--- src/rtl/psum_pkg.sv ---
// Package psum_pkg
// Shared sizing for the lane-packed adder tree. All widths derive from
// the input width and the input count; the tree shape is fixed to
// three levels for eight inputs.
package psum_pkg;
    localparam int VAL_W     = 5;                       // bits per input value
    localparam int N_IN      = 8;                       // number of inputs
    localparam int L1_LANES  = N_IN / 2;                // pair sums
    localparam int L1_W      = VAL_W + 1;               // lane incl. guard
    localparam int L2_LANES  = L1_LANES / 2;            // quad sums
    localparam int L2_W      = L1_W + 1;                // lane incl. guard
    localparam int SUM_W     = L2_W + 1;                // final total width
    localparam int MAX_TOTAL = N_IN * ((1 << VAL_W) - 1);
    localparam int MAX_OPND  = 25;                      // widest adder allowed
endpackage

--- src/rtl/psum_lane_add.sv ---
// Module psum_lane_add
// One tree level: packs 2*LANES narrow operands into two wide words,
// each lane topped by a zero guard bit, and adds them with a single
// adder. Operand A takes even-numbered inputs, operand B odd-numbered
// ones, both in ascending lane order. Output is registered.
// Assumes: inputs are unsigned; data registers load every cycle and
// are meaningful only when vld_o is high.
module psum_lane_add #(
    parameter int IN_W  = 5,
    parameter int LANES = 4
) (
    input  logic                       clk,
    input  logic                       rst_n,
    input  logic                       vld_i,
    input  logic [2*LANES*IN_W-1:0]    vals_i,
    output logic                       vld_o,
    output logic [LANES*(IN_W+1)-1:0]  lanes_o
);
    localparam int LW     = IN_W + 1;
    localparam int WORD_W = LANES * LW;

    logic [WORD_W-1:0] op_a;
    logic [WORD_W-1:0] op_b;

    // Build the guarded operand words lane by lane.
    for (genvar k = 0; k < LANES; k++) begin : g_pack
        assign op_a[k*LW +: LW] = {1'b0, vals_i[(2*k)*IN_W   +: IN_W]};
        assign op_b[k*LW +: LW] = {1'b0, vals_i[(2*k+1)*IN_W +: IN_W]};
    end

    // Single wide addition and pipeline register for this level.
    always_ff @(posedge clk) begin
        if (!rst_n) begin
            vld_o   <= 1'b0;
            lanes_o <= '0;
        end else begin
            vld_o   <= vld_i;
            lanes_o <= op_a + op_b;
        end
    end

    // each lane holds the exact sum of its two inputs, so no
    // carry leaked from the lane below.
    for (genvar k = 0; k < LANES; k++) begin : g_chk
        a_r1_lane_isolated: assert property (@(posedge clk) disable iff (!rst_n)
            ($past(rst_n) && $past(vld_i)) |->
            (lanes_o[k*LW +: LW] ==
             ({1'b0, $past(vals_i[(2*k)*IN_W +: IN_W])} +
              {1'b0, $past(vals_i[(2*k+1)*IN_W +: IN_W])})))
            else $error("level lane %0d sum corrupted", k);
    end
endmodule

--- src/rtl/psum_final.sv ---
// Module psum_final
// Last tree level: an ordinary adder combines the two quad sums into
// the final total, followed by the output register.
// Assumes: the two lanes arrive packed, low lane in the low bits.
module psum_final #(
    parameter int IN_W = 7
) (
    input  logic              clk,
    input  logic              rst_n,
    input  logic              vld_i,
    input  logic [2*IN_W-1:0] lanes_i,
    output logic              vld_o,
    output logic [IN_W:0]     sum_o
);
    logic [IN_W:0] lo_ext;
    logic [IN_W:0] hi_ext;

    // Zero-extend both lanes to the result width.
    always_comb begin
        lo_ext = {1'b0, lanes_i[0    +: IN_W]};
        hi_ext = {1'b0, lanes_i[IN_W +: IN_W]};
    end

    // Final addition and output register.
    always_ff @(posedge clk) begin
        if (!rst_n) begin
            vld_o <= 1'b0;
            sum_o <= '0;
        end else begin
            vld_o <= vld_i;
            sum_o <= lo_ext + hi_ext;
        end
    end

    // the registered total matches the two lanes seen one clock earlier.
    a_r3_final_add: assert property (@(posedge clk) disable iff (!rst_n)
        ($past(rst_n) && $past(vld_i)) |->
        (int'(sum_o) == int'($past(lanes_i[0 +: IN_W])) + int'($past(lanes_i[IN_W +: IN_W]))))
        else $error("final add mismatch");
endmodule

--- src/rtl/packed_sum8.sv ---
// Module packed_sum8
// Sums eight unsigned 5-bit values per clock through three pipelined
// levels: a 24-bit lane-packed add, a 14-bit lane-packed add, and a
// plain 7-bit add. Latency is three clocks; throughput one per clock.
// Assumes: in_data value i sits at bits [5i+4:5i].
module packed_sum8
    import psum_pkg::*;
(
    input  logic                   clk,
    input  logic                   rst_n,
    input  logic                   in_vld,
    input  logic [N_IN*VAL_W-1:0]  in_data,
    output logic                   out_vld,
    output logic [SUM_W-1:0]       out_sum
);
    localparam int L1_WORD = L1_LANES * L1_W;
    localparam int L2_WORD = L2_LANES * L2_W;

    logic               v1, v2;
    logic [L1_WORD-1:0] pair_sums;
    logic [L2_WORD-1:0] quad_sums;

    // Level one: four pair sums from one 24-bit add.
    psum_lane_add #(.IN_W(VAL_W), .LANES(L1_LANES)) u_lvl1 (
        .clk(clk), .rst_n(rst_n), .vld_i(in_vld), .vals_i(in_data),
        .vld_o(v1), .lanes_o(pair_sums)
    );

    // Level two: two quad sums from one 14-bit add.
    psum_lane_add #(.IN_W(L1_W), .LANES(L2_LANES)) u_lvl2 (
        .clk(clk), .rst_n(rst_n), .vld_i(v1), .vals_i(pair_sums),
        .vld_o(v2), .lanes_o(quad_sums)
    );

    // Level three: plain add to the final total.
    psum_final #(.IN_W(L2_W)) u_lvl3 (
        .clk(clk), .rst_n(rst_n), .vld_i(v2), .lanes_i(quad_sums),
        .vld_o(out_vld), .sum_o(out_sum)
    );

    // Cycles since reset release, saturating at the pipeline depth.
    logic [1:0] since_rst;
    always_ff @(posedge clk) begin
        if (!rst_n)               since_rst <= '0;
        else if (since_rst != 2'd3) since_rst <= since_rst + 2'd1;
    end

    // the output flag follows the input flag after exactly three clocks.
    a_r5_valid_latency: assert property (@(posedge clk) disable iff (!rst_n)
        (since_rst == 2'd3) |-> (out_vld == $past(in_vld, 3)))
        else $error("valid latency broken");

    // a valid total never exceeds the largest possible sum.
    a_r3_no_overflow: assert property (@(posedge clk) disable iff (!rst_n)
        out_vld |-> (int'(out_sum) <= MAX_TOTAL))
        else $error("total out of range");

    // the output flag is low in the first cycle after a reset cycle.
    a_r6_reset_clear: assert property (@(posedge clk) disable iff (!rst_n)
        !$past(rst_n) |-> !out_vld)
        else $error("valid not cleared by reset");

    // the widest packed operand stays within the allowed adder width.
    initial begin
        a_r3_operand_width: assert (L1_WORD <= MAX_OPND && L2_WORD <= MAX_OPND)
            else $error("operand too wide");
    end
endmodule

--- config.mk ---
export PLATFORM = sky130hd
export DESIGN_NAME = packed_sum8
export DESIGN_NICKNAME = d
export VERILOG_FILES = /design/src/rtl/psum_pkg.sv /design/src/rtl/psum_lane_add.sv /design/src/rtl/psum_final.sv /design/src/rtl/packed_sum8.sv
export SDC_FILE = /design/constraint.sdc
export NUM_CORES = 1
export LEC_CHECK = 0
export BUFFER_PORTS_ARGS = -buffer_cell sky130_fd_sc_hd__buf_2
export CAP_MARGIN = 25
export CORE_ASPECT_RATIO = 0.7
export CORE_MARGIN = 2
export CORE_UTILIZATION = 35
export DETAILED_ROUTE_END_ITERATION = 8
export GPL_TIMING_DRIVEN = 0
export HOLD_SLACK_MARGIN = 0.02
export PLACE_DENSITY = 0.59
export SLEW_MARGIN = 20
export SYNTH_ARGS = -nofsm -noshare
export SYNTH_HDL_FRONTEND = slang
export SYNTH_SLANG_ARGS = --single-unit
--- constraint.sdc ---
create_clock -name clk -period 4 [get_ports clk]
set_clock_uncertainty 0.15 [all_clocks]
set_input_delay 0.4 -clock clk [delete_from_list [all_inputs] [get_ports clk]]
set_output_delay 0.4 -clock clk [all_outputs]
set_load 0.02 [all_outputs]
==> impl_metrics.csv, run 1 <==
group,metric,value,unit
status,outcome,"complete, no violations",
synthesis,synth_edf_count,0,
timing,period_share,44.32,%
placed_design,gp_congestion,0.7339,
finish,final_design_area_no_fill,3109,um^2
timing,rsz0062_at_grt,"false",
routing,routed_wirelength,4.566,mm
clock_network,cts-resized-gates,0,
routing,wire_per_inst,10.74,um
synthesis,synth_fp_nets,357,
routing,first_iter_violations,55,
placed_design,hpwlAfterDp,3.742,mm
die,fp-row-count,26,
flow_run,max_cap_viol_count,0,
placed_design,portBuffers,51,
clock_network,cts.path.max_buffers,2,
clock_network,insertion_delay,0.30,ns
critical_path,path_max_fanout,2,
finish,area_delta_synth_final,17.38,%
global_routing,grt_pass1_wl,8.079,mm
global_routing,grt_util_all_layers,12.21,%
timing,final_max_slew_viol_count,0,
die,pin_count,52,
finish,drive_above_1_share,18.96,%
critical_path,crit_type,"reg -> reg",
synthesis,ys_ff_latch,49,
placed_design,post_dp_cell_area,3027,um^2
global_routing,grt_start_max_net_pins,15,
die,coreArea,7320,um^2
global_routing,antenna_found_initial,0,
clock_network,htree_num_levels,2,
clock_network,cts-root-buf,"clkbuf_8",
clock_network,clkSinkCount,49,
clock_network,cts_tree,"built",
placed_design,place_ws,2.016,ns
finish,fill_cells,731,
die,fp.dieH,76.79,um
timing,layout_setup_ws,2.227,ns
finish,n_antenna_cell,0,
die,start_util,36.19,%
clock_network,cts_buffers,5,
clock_network,holdBufCountCts,0,
synthesis,syn_area_per_cell,9.884,um^2
timing,finalSetupTns,0,ns
timing,period_minus_slack,1.773,ns
timing,timing.fmax,564.0,MHz
routing,first_pass_iters,4,
critical_path,endpoint_kind,"flip-flop",
synthesis,ys.flop_type,"dfxtp_1",
timing,hold_viol,0,
global_routing,grt_pass1_vias,1846,
synthesis,synthCells,268,
die,fp.dieArea,8291,um^2
synthesis,async_flop_share,0,%
clock_network,post_cts_buffers,0,
hold_path,min-delay-path-class,"in -> reg",
clock_network,path_clk_slew,0.09,ns
critical_path,startpoint_type,"flip-flop",
routing,drc_errors,0,
timing,worst_pin_slew,0.5385,ns
pwr,power.leakage,0.001545,uW
finish,num-nets-final,415,
routing,vias_per_cell,4.442,
pwr,power_density,378.8,nW/um^2
timing,slew_headroom,64.10,%
critical_path,regToRegSetupSlack,2.23,ns
synthesis,seq_area_frac_synth,37.03,%
pwr,ir_drop,148.2,uV
die,chipWidth,108.0,um
synthesis,synth.distinct_cells,37,
global_routing,grt_overflow_total,0,
finish,final_util,42.48,%
synthesis,synth_warnings,0,
critical_path,arrival,1.82,ns
routing,antenna_left,0,
routing,vias,1888,
timing,setup_viol,0,
synthesis,syn_area,2649,um^2
critical_path,required,4.05,ns
[where the power goes]
part	total (uW)	leakage, uW	switching [uW]	internal (uW)
sequential	572	0.000406	20.6	551
combinational	333	0.00109	172	161
clock	273	0.0000450	152	121
total	1180	0.00155	344	834
[routing by layer]
layer | wire length [um] | share of wire [%] | global-route usage, %
met1 | 2484 | 54 | 17.51
met2 | 1771 | 39 | 17.67
met3 | 247 | 5.4 | 2.891
met4 | 63 | 1.4 | 4.487
met5 | 0 | 0 | 0
[cells in the mapped netlist (4+ instances only)]
cell type | instances | area (um^2)
clkbuf_1 | 5 | 18.77
dfxtp_1 | 49 | 980.9
and2_1 | 27 | 168.9
nor2b_1 | 6 | 37.54
o21ai_0 | 18 | 90.09
a21o_1 | 12 | 90.09
fa_1 | 7 | 140.1
nor2_1 | 15 | 56.30
o21a_1 | 4 | 30.03
xor2_1 | 6 | 52.55
xnor2_1 | 6 | 52.55
a21oi_1 | 12 | 60.06
inv_1 | 17 | 63.81
and3_1 | 5 | 31.28
a211oi_1 | 4 | 30.03
nand2_1 | 7 | 26.28
ha_1 | 39 | 488.0
[worst max-delay path, cell delays in order, from the launching register on]
cell and delay [ns]:
dfxtp_1 0.32, ha_1 0.16, inv_1 0.05, fa_1 0.42, nor2b_4 0.13, o21a_1 0.13
o21ai_0 0.12, and3_1 0.19
[state kept, by name, summed over array words and instances, names as in the netlist]
register        flops
u_lvl1.lanes_o     24
u_lvl1.vld_o        1
u_lvl2.lanes_o     14
u_lvl2.vld_o        1
u_lvl3.sum_o        8
u_lvl3.vld_o        1
[worst paths after layout]
check                           cells after the start                      endpoint                         start
worst max register to register                      7  u_lvl2.lanes_o[4]$_SDFF_PN0_  u_lvl1.lanes_o[0]$_SDFF_PN0_
worst min-delay path                                2       u_lvl1.vld_o$_SDFF_PN0_                        in_vld
worst max-delay path                                7  u_lvl2.lanes_o[4]$_SDFF_PN0_  u_lvl1.lanes_o[0]$_SDFF_PN0_
worst min register to register                      1       u_lvl2.vld_o$_SDFF_PN0_       u_lvl1.vld_o$_SDFF_PN0_
[through the flow]
step | cells | total power, uW | hold slack (ns)
after floorplan | 268 | 825.6 | 0.2619
after global placement | 417 | 913.6 | 0.2668
after detailed placement | 417 | 918.1 | 0.2748
after CTS | 425 | 1196 | 0.1524
after global routing | 425 | 1267 | 0.1601
final | 425 | 1178 | 0.1610
[layout make-up]
type / instances / area (um^2) / area share, %
Clock buffer: 6 / 72.57 / 2.334
Timing Repair Buffer: 51 / 255.2 / 8.209
Clock inverter: 2 / 10.01 / 0.3219
Multi-Input combinational cell: 196 / 1580 / 50.83
Inverter: 17 / 63.81 / 2.052
Tap cell: 98 / 122.6 / 3.944
Sequential cell: 49 / 980.9 / 31.55
Buffer: 6 / 23.77 / 0.7646
[cell families after synthesis]
kind of cell / Yosys count / share of synthesized area (%)
flops: 49 / 37.03
buf+inv: 23 / 3.306
mux: 1 / 0.3779
fa+ha+maj: 46 / 23.71
xor+xnor: 12 / 3.968
simple gates: 76 / 16.82
compound gates: 61 / 14.79
[cells in the final DEF (no fill, tap or decap), drive strengths merged, types with 3 or more instances in the layout]
cell and instances:
a211oi 4, a21o 12, a21oi 12, and2 27
and3 5, buf 52, clkbuf 11, dfxtp 49
fa 7, ha 39, inv 17, nand2 7
nor2 15, nor2b 8, nor3b 3, o211a 3
o21a 4, o21ai 18, xnor2 6, xor2 6
Note: power is estimated with default switching activity, not from simulation.
==> run 2: changes to the inputs <==
- PLACE_DENSITY: 0.59 -> 0.61
- clock period: 4 -> 1.5 ns (I/O delays scaled with it)
==> impl_metrics.csv, run 2 (synthesis gave the netlist of run 1 again) <==
group,metric,value,unit
clock_network,cts_buffers,5,
clock_network,insertion_delay,0.30,ns
critical_path,crit_type,"reg -> reg",
pwr,combPwrFrac,30.1,%
pwr,pwr-share-seq,44.5,%
critical_path,r2r_cells,7,
pwr,p_sw,1004,uW
routing,vias_per_cell,4.499,
global_routing,grt_overflow_total,0,
timing,timing.fmax,577.7,MHz
critical_path,arrival,1.77,ns
routing,antenna_left,0,
finish,fill_cells,718,
hold_path,min-delay-path-class,"in -> reg",
pwr,intPower,2496,uW
die,chipWidth,108.0,um
pwr,power.total,3500,uW
clock_network,cts.path.max_buffers,2,
flow_run,max_cap_viol_count,0,
critical_path,path_max_fanout,2,
pwr,p_sw_share,28.68,%
die,fp.dieH,76.79,um
pwr,ir_drop,358.9,uV
routing,vias,1957,
timing,period_share,115.4,%
global_routing,antenna_found_initial,0,
status,outcome,"finished with violations",
hold_path,holdPathStages,3,
timing,worst_pin_slew,0.5492,ns
global_routing,grt_util_all_layers,12.97,%
routing,wire_per_inst,11.76,um
finish,num-nets-final,426,
finish,final_cell_mix,"buf_2 (52), dfxtp_1 (37), ha_1 (31), and2_1 (26), nor2_1 (15)",
critical_path,regToRegSetupSlack,-0.23,ns
clock_network,clkSinkCount,49,
placed_design,portBuffers,51,
finish,top_register,"u_lvl1.lanes_o",
die,pin_count,52,
timing,period_minus_slack,1.731,ns
clock_network,htree_num_levels,2,
global_routing,grt_pass1_wl,8.487,mm
clock_network,path_clk_slew,0.09,ns
routing,routed_wirelength,5.114,mm
clock_network,cts_tree,"built",
global_routing,grt_pass1_vias,1866,
finish,n_antenna_cell,0,
timing,slew_headroom,63.38,%
placed_design,hpwlAfterDp,3.947,mm
die,start_util,36.19,%
pwr,power.leakage,0.001613,uW
finish,final_common_cell,"buf_2",
finish,reg_top3,"u_lvl1.lanes_o (24), u_lvl2.lanes_o (14), u_lvl3.sum_o (8)",
die,fp.dieArea,8291,um^2
die,coreArea,7320,um^2
critical_path,startpoint_type,"flip-flop",
critical_path,required,1.54,ns
finish,final_util,47.03,%
clock_network,cts-root-buf,"clkbuf_8",
status,violations,"negative setup slack",
routing,drc_errors,0,
die,fp-row-count,26,
timing,setup_viol,11,
timing,final_max_slew_viol_count,0,
finish,largest_register_ffs,24,
finish,area_delta_synth_final,29.95,%
pwr,power_density,1017,nW/um^2
timing,layout_setup_ws,-0.2311,ns
critical_path,endpoint_kind,"flip-flop",
routing,first_pass_iters,4,
finish,drive_above_1_share,33.23,%
timing,hold_viol,0,
global_routing,grt_start_max_net_pins,15,
pwr,p_clk_share,25.4,%
timing,rsz0062_at_grt,"true",
placed_design,gp_congestion,0.7363,
routing,first_iter_violations,66,
==> run 2: cell types whose count changed in the layout (fill, tap and decap cells not counted), moves of 5 or more <==
cell	before	now
ha_1	39	31
fa_1	7	0
dlygate4sd3_1	0	5
dfxtp_2	0	12
o21ai_0	18	12
fa_2	0	7
dfxtp_1	49	37
ha_4	0	7
==> run 2: cell type report <==
type | instances | area [um^2] | area share (%)
multi-input cells | 196 | 1774 | 51.54
repair buffers | 62 | 357.8 | 10.40
well taps | 98 | 122.6 | 3.562
clock buffers | 5 | 68.82 | 1.999
clock inverters | 2 | 35.03 | 1.018
inverters | 17 | 63.81 | 1.854
plain buffers | 6 | 23.77 | 0.6907
flip-flops and latches | 49 | 996.0 | 28.93
==> run 2: per-layer routing <==
layer	GRT usage (%)	share of wire, %	routed length, um
met5	0	0	0
met4	4.231	1.3	66
met3	3.231	5.7	294
met2	18.99	43	2196
met1	18.55	50	2557
==> run 2: final timing paths <==
check | start | end
setup / recovery | u_lvl1.lanes_o[12]$_SDFF_PN0_ | u_lvl2.lanes_o[11]$_SDFF_PN0_
hold / removal | in_data[29] | u_lvl1.lanes_o[17]$_SDFF_PN0_
setup reg to reg | u_lvl1.lanes_o[12]$_SDFF_PN0_ | u_lvl2.lanes_o[11]$_SDFF_PN0_
hold reg to reg | u_lvl1.vld_o$_SDFF_PN0_ | u_lvl2.vld_o$_SDFF_PN0_
==> run 2: power groups by stage <==
stage,Combinational [uW],Clock (uW),Sequential (uW)
after global placement,900,0,1560
after detailed placement,911,0,1560
after CTS,961,922,1540
after floorplan,624,0,1590
final,1050,890,1560
after global routing,1190,985,1570
==> run 2: through the flow <==
step	area, um^2	instances	hold slack [ns]	setup WS, ns	TNS, ns
after floorplan	2688	268	0.1273	-0.1274	-0.2648
after global placement	3065	417	0.2207	-0.2179	-1.944
after detailed placement	3065	417	0.2175	-0.2307	-2.232
after CTS	3267	428	0.02367	-0.2188	-1.193
after global routing	3442	435	0.1083	-0.3018	-1.609
final	3442	435	0.1007	-0.2311	-0.9487
==> run 2: worst max-delay path, cell delays in order (launching register included) <==
cell     delay (ns)
dfxtp_2        0.34
ha_4           0.16
inv_2          0.06
fa_2           0.22
nor2b_4        0.04
o21a_1         0.18
or3_1          0.30
and3_1         0.17
==> run 2: repair_timing <==
action / in CTS / in global routing
gates resized for setup: 17 / 28
pin swaps: 13 / 12
setup buffers: 1 / 5
hold buffers: 3 / 2
endpoints found under the setup margin: 12 / 14
hold endpoints to repair: 3 / 2
gates cloned: 0 / 0
==> run 3: changes to the inputs <==
- CORE_UTILIZATION: 35 -> 50
- PLACE_DENSITY: 0.61 -> 0.8
- TNS_END_PERCENT: not set -> 5
==> impl_metrics.csv, run 3 (synthesis gave the netlist of run 1 again) <==
group,metric,value,unit
timing,period_share,111.6,%
global_routing,grt_start_max_net_pins,15,
timing,setup_viol,12,
critical_path,crit_type,"reg -> reg",
clock_network,cts-root-buf,"clkbuf_8",
global_routing,grt_pass1_wl,8.169,mm
global_routing,grt_util_all_layers,17.84,%
routing,first_pass_iters,4,
timing,slew_headroom,67.88,%
clock_network,cts_tree,"built",
critical_path,required,1.56,ns
timing,rsz0062_at_grt,"true",
die,fp-row-count,22,
placed_design,post_dp_cell_area,3004,um^2
status,outcome,"finished with violations",
clock_network,insertion_delay,0.30,ns
finish,final_common_cell,"buf_2",
global_routing,grt_overflow_total,0,
die,coreArea,5175,um^2
clock_network,htree_num_levels,2,
finish,area_delta_synth_final,22.30,%
die,start_util,51.18,%
timing,whs,0.03087,ns
die,fp.dieH,64.90,um
finish,multiInputGateArea,1672,um^2
status,violations,"negative setup slack",
die,fp.dieArea,5905,um^2
finish,final_cell_mix,"buf_2 (52), dfxtp_1 (43), ha_1 (35), and2_1 (27), nor2_1 (15)",
finish,reg_top3,"u_lvl1.lanes_o (24), u_lvl2.lanes_o (14), u_lvl3.sum_o (8)",
routing,wire_per_inst,11.75,um
placed_design,hpwlAfterDp,3.776,mm
timing,timing.fmax,597.3,MHz
critical_path,path_max_fanout,2,
critical_path,regToRegSetupSlack,-0.17,ns
finish,regArea,988.4,um^2
finish,drive_above_1_share,26.20,%
global_routing,grt_pass1_vias,1933,
critical_path,startpoint_type,"flip-flop",
critical_path,cp-startpoint,"u_lvl1.lanes_o[6]$_SDFF_PN0_",
placed_design,portBuffers,51,
finish,largest_register_ffs,24,
global_routing,antenna_found_initial,0,
finish,top_register,"u_lvl1.lanes_o",
clock_network,path_clk_slew,0.08,ns
clock_network,cts.path.max_buffers,2,
routing,vias_per_cell,5.079,
critical_path,arrival,1.73,ns
timing,period_minus_slack,1.674,ns
routing,routed_wirelength,4.749,mm
clock_network,cts_buffers,5,
clock_network,clkSinkCount,49,
finish,instances_no_fill,404,
critical_path,endpoint_kind,"flip-flop",
routing,first_iter_violations,108,
routing,antenna_left,0,
pwr,ir_drop,328.1,uV
finish,fill_cells,463,
finish,n_antenna_cell,0,
finish,final_util,62.60,%
pwr,power.leakage,0.001577,uW
pwr,power_density,1026,nW/um^2
timing,final_max_slew_viol_count,0,
hold_path,min-delay-path-class,"in -> reg",
critical_path,r2r_start,"u_lvl1.lanes_o[6]$_SDFF_PN0_",
placed_design,dp_cells,391,
routing,vias,2052,
placed_design,gp_congestion,0.8066,
die,chipWidth,91.00,um
timing,layout_setup_ws,-0.1743,ns
timing,hold_viol,0,
finish,num-nets-final,420,
timing,worst_pin_slew,0.4817,ns
die,pin_count,52,
routing,drc_errors,0,
finish,final_design_area_no_fill,3239,um^2
hold_path,holdCritStartpoint,"in_data[25]",
flow_run,max_cap_viol_count,0,
run 3: metrics by stage:
step / setup slack [ns] / setup TNS, ns / power (uW)
6_report: -0.1743 / -0.8895 / 3324
5_1_grt: -0.2479 / -1.734 / 3543
4_1_cts: -0.1760 / -1.010 / 3325
3_5_place_dp: -0.2513 / -2.606 / 2453
3_3_place_gp: -0.2111 / -2.243 / 2418
2_1_floorplan: -0.1274 / -0.4819 / 2205
run 3: what timing repair did:
action,in CTS,in global routing
endpoints found under the setup margin,12,14
hold buffers,3,0
gates resized for setup,17,8
hold endpoints to repair,3,0
pin swaps,5,1
buffers inserted,2,0
run 3: worst max-delay path, stage by stage (launching register included):
cell,delay (ns)
dfxtp_2,0.33
ha_4,0.16
inv_2,0.05
fa_2,0.22
nor2b_4,0.05
o21a_1,0.17
or3_1,0.29
and3_1,0.16
run 3: worst paths after layout:
path | to | depth (start not counted)
worst min register to register | u_lvl3.vld_o$_SDFF_PN0_ | 1
worst max-delay path | u_lvl2.lanes_o[4]$_SDFF_PN0_ | 7
worst max register to register | u_lvl2.lanes_o[4]$_SDFF_PN0_ | 7
worst min-delay path | u_lvl1.lanes_o[12]$_SDFF_PN0_ | 3
run 3: per-layer routing:
| layer | vias to the layer above | GRT usage [%] | wire [um] |
|---|---|---|---|
| li1 | 1051 | - | - |
| met1 | 927 | 21.88 | 2269 |
| met2 | 62 | 29.07 | 2087 |
| met3 | 12 | 4.186 | 263 |
| met4 | 0 | 10.23 | 128 |
| met5 | - | 0 | 0 |
run 3: layout make-up:
type	instances	area share, %
clock inverter	1	0.1545
sequential	49	30.51
clock buffer	7	2.974
multi-input combinational	196	51.60
buffer	6	0.7339
timing repair buffer	56	9.270
tap	72	2.781
inverter	17	1.970
run 3: power breakdown:
group          switching [uW]  total (uW)  internal (uW)
logic                     493         967            474
registers                61.7        1530           1470
clock network             406         822            416
total                     960        3320           2360
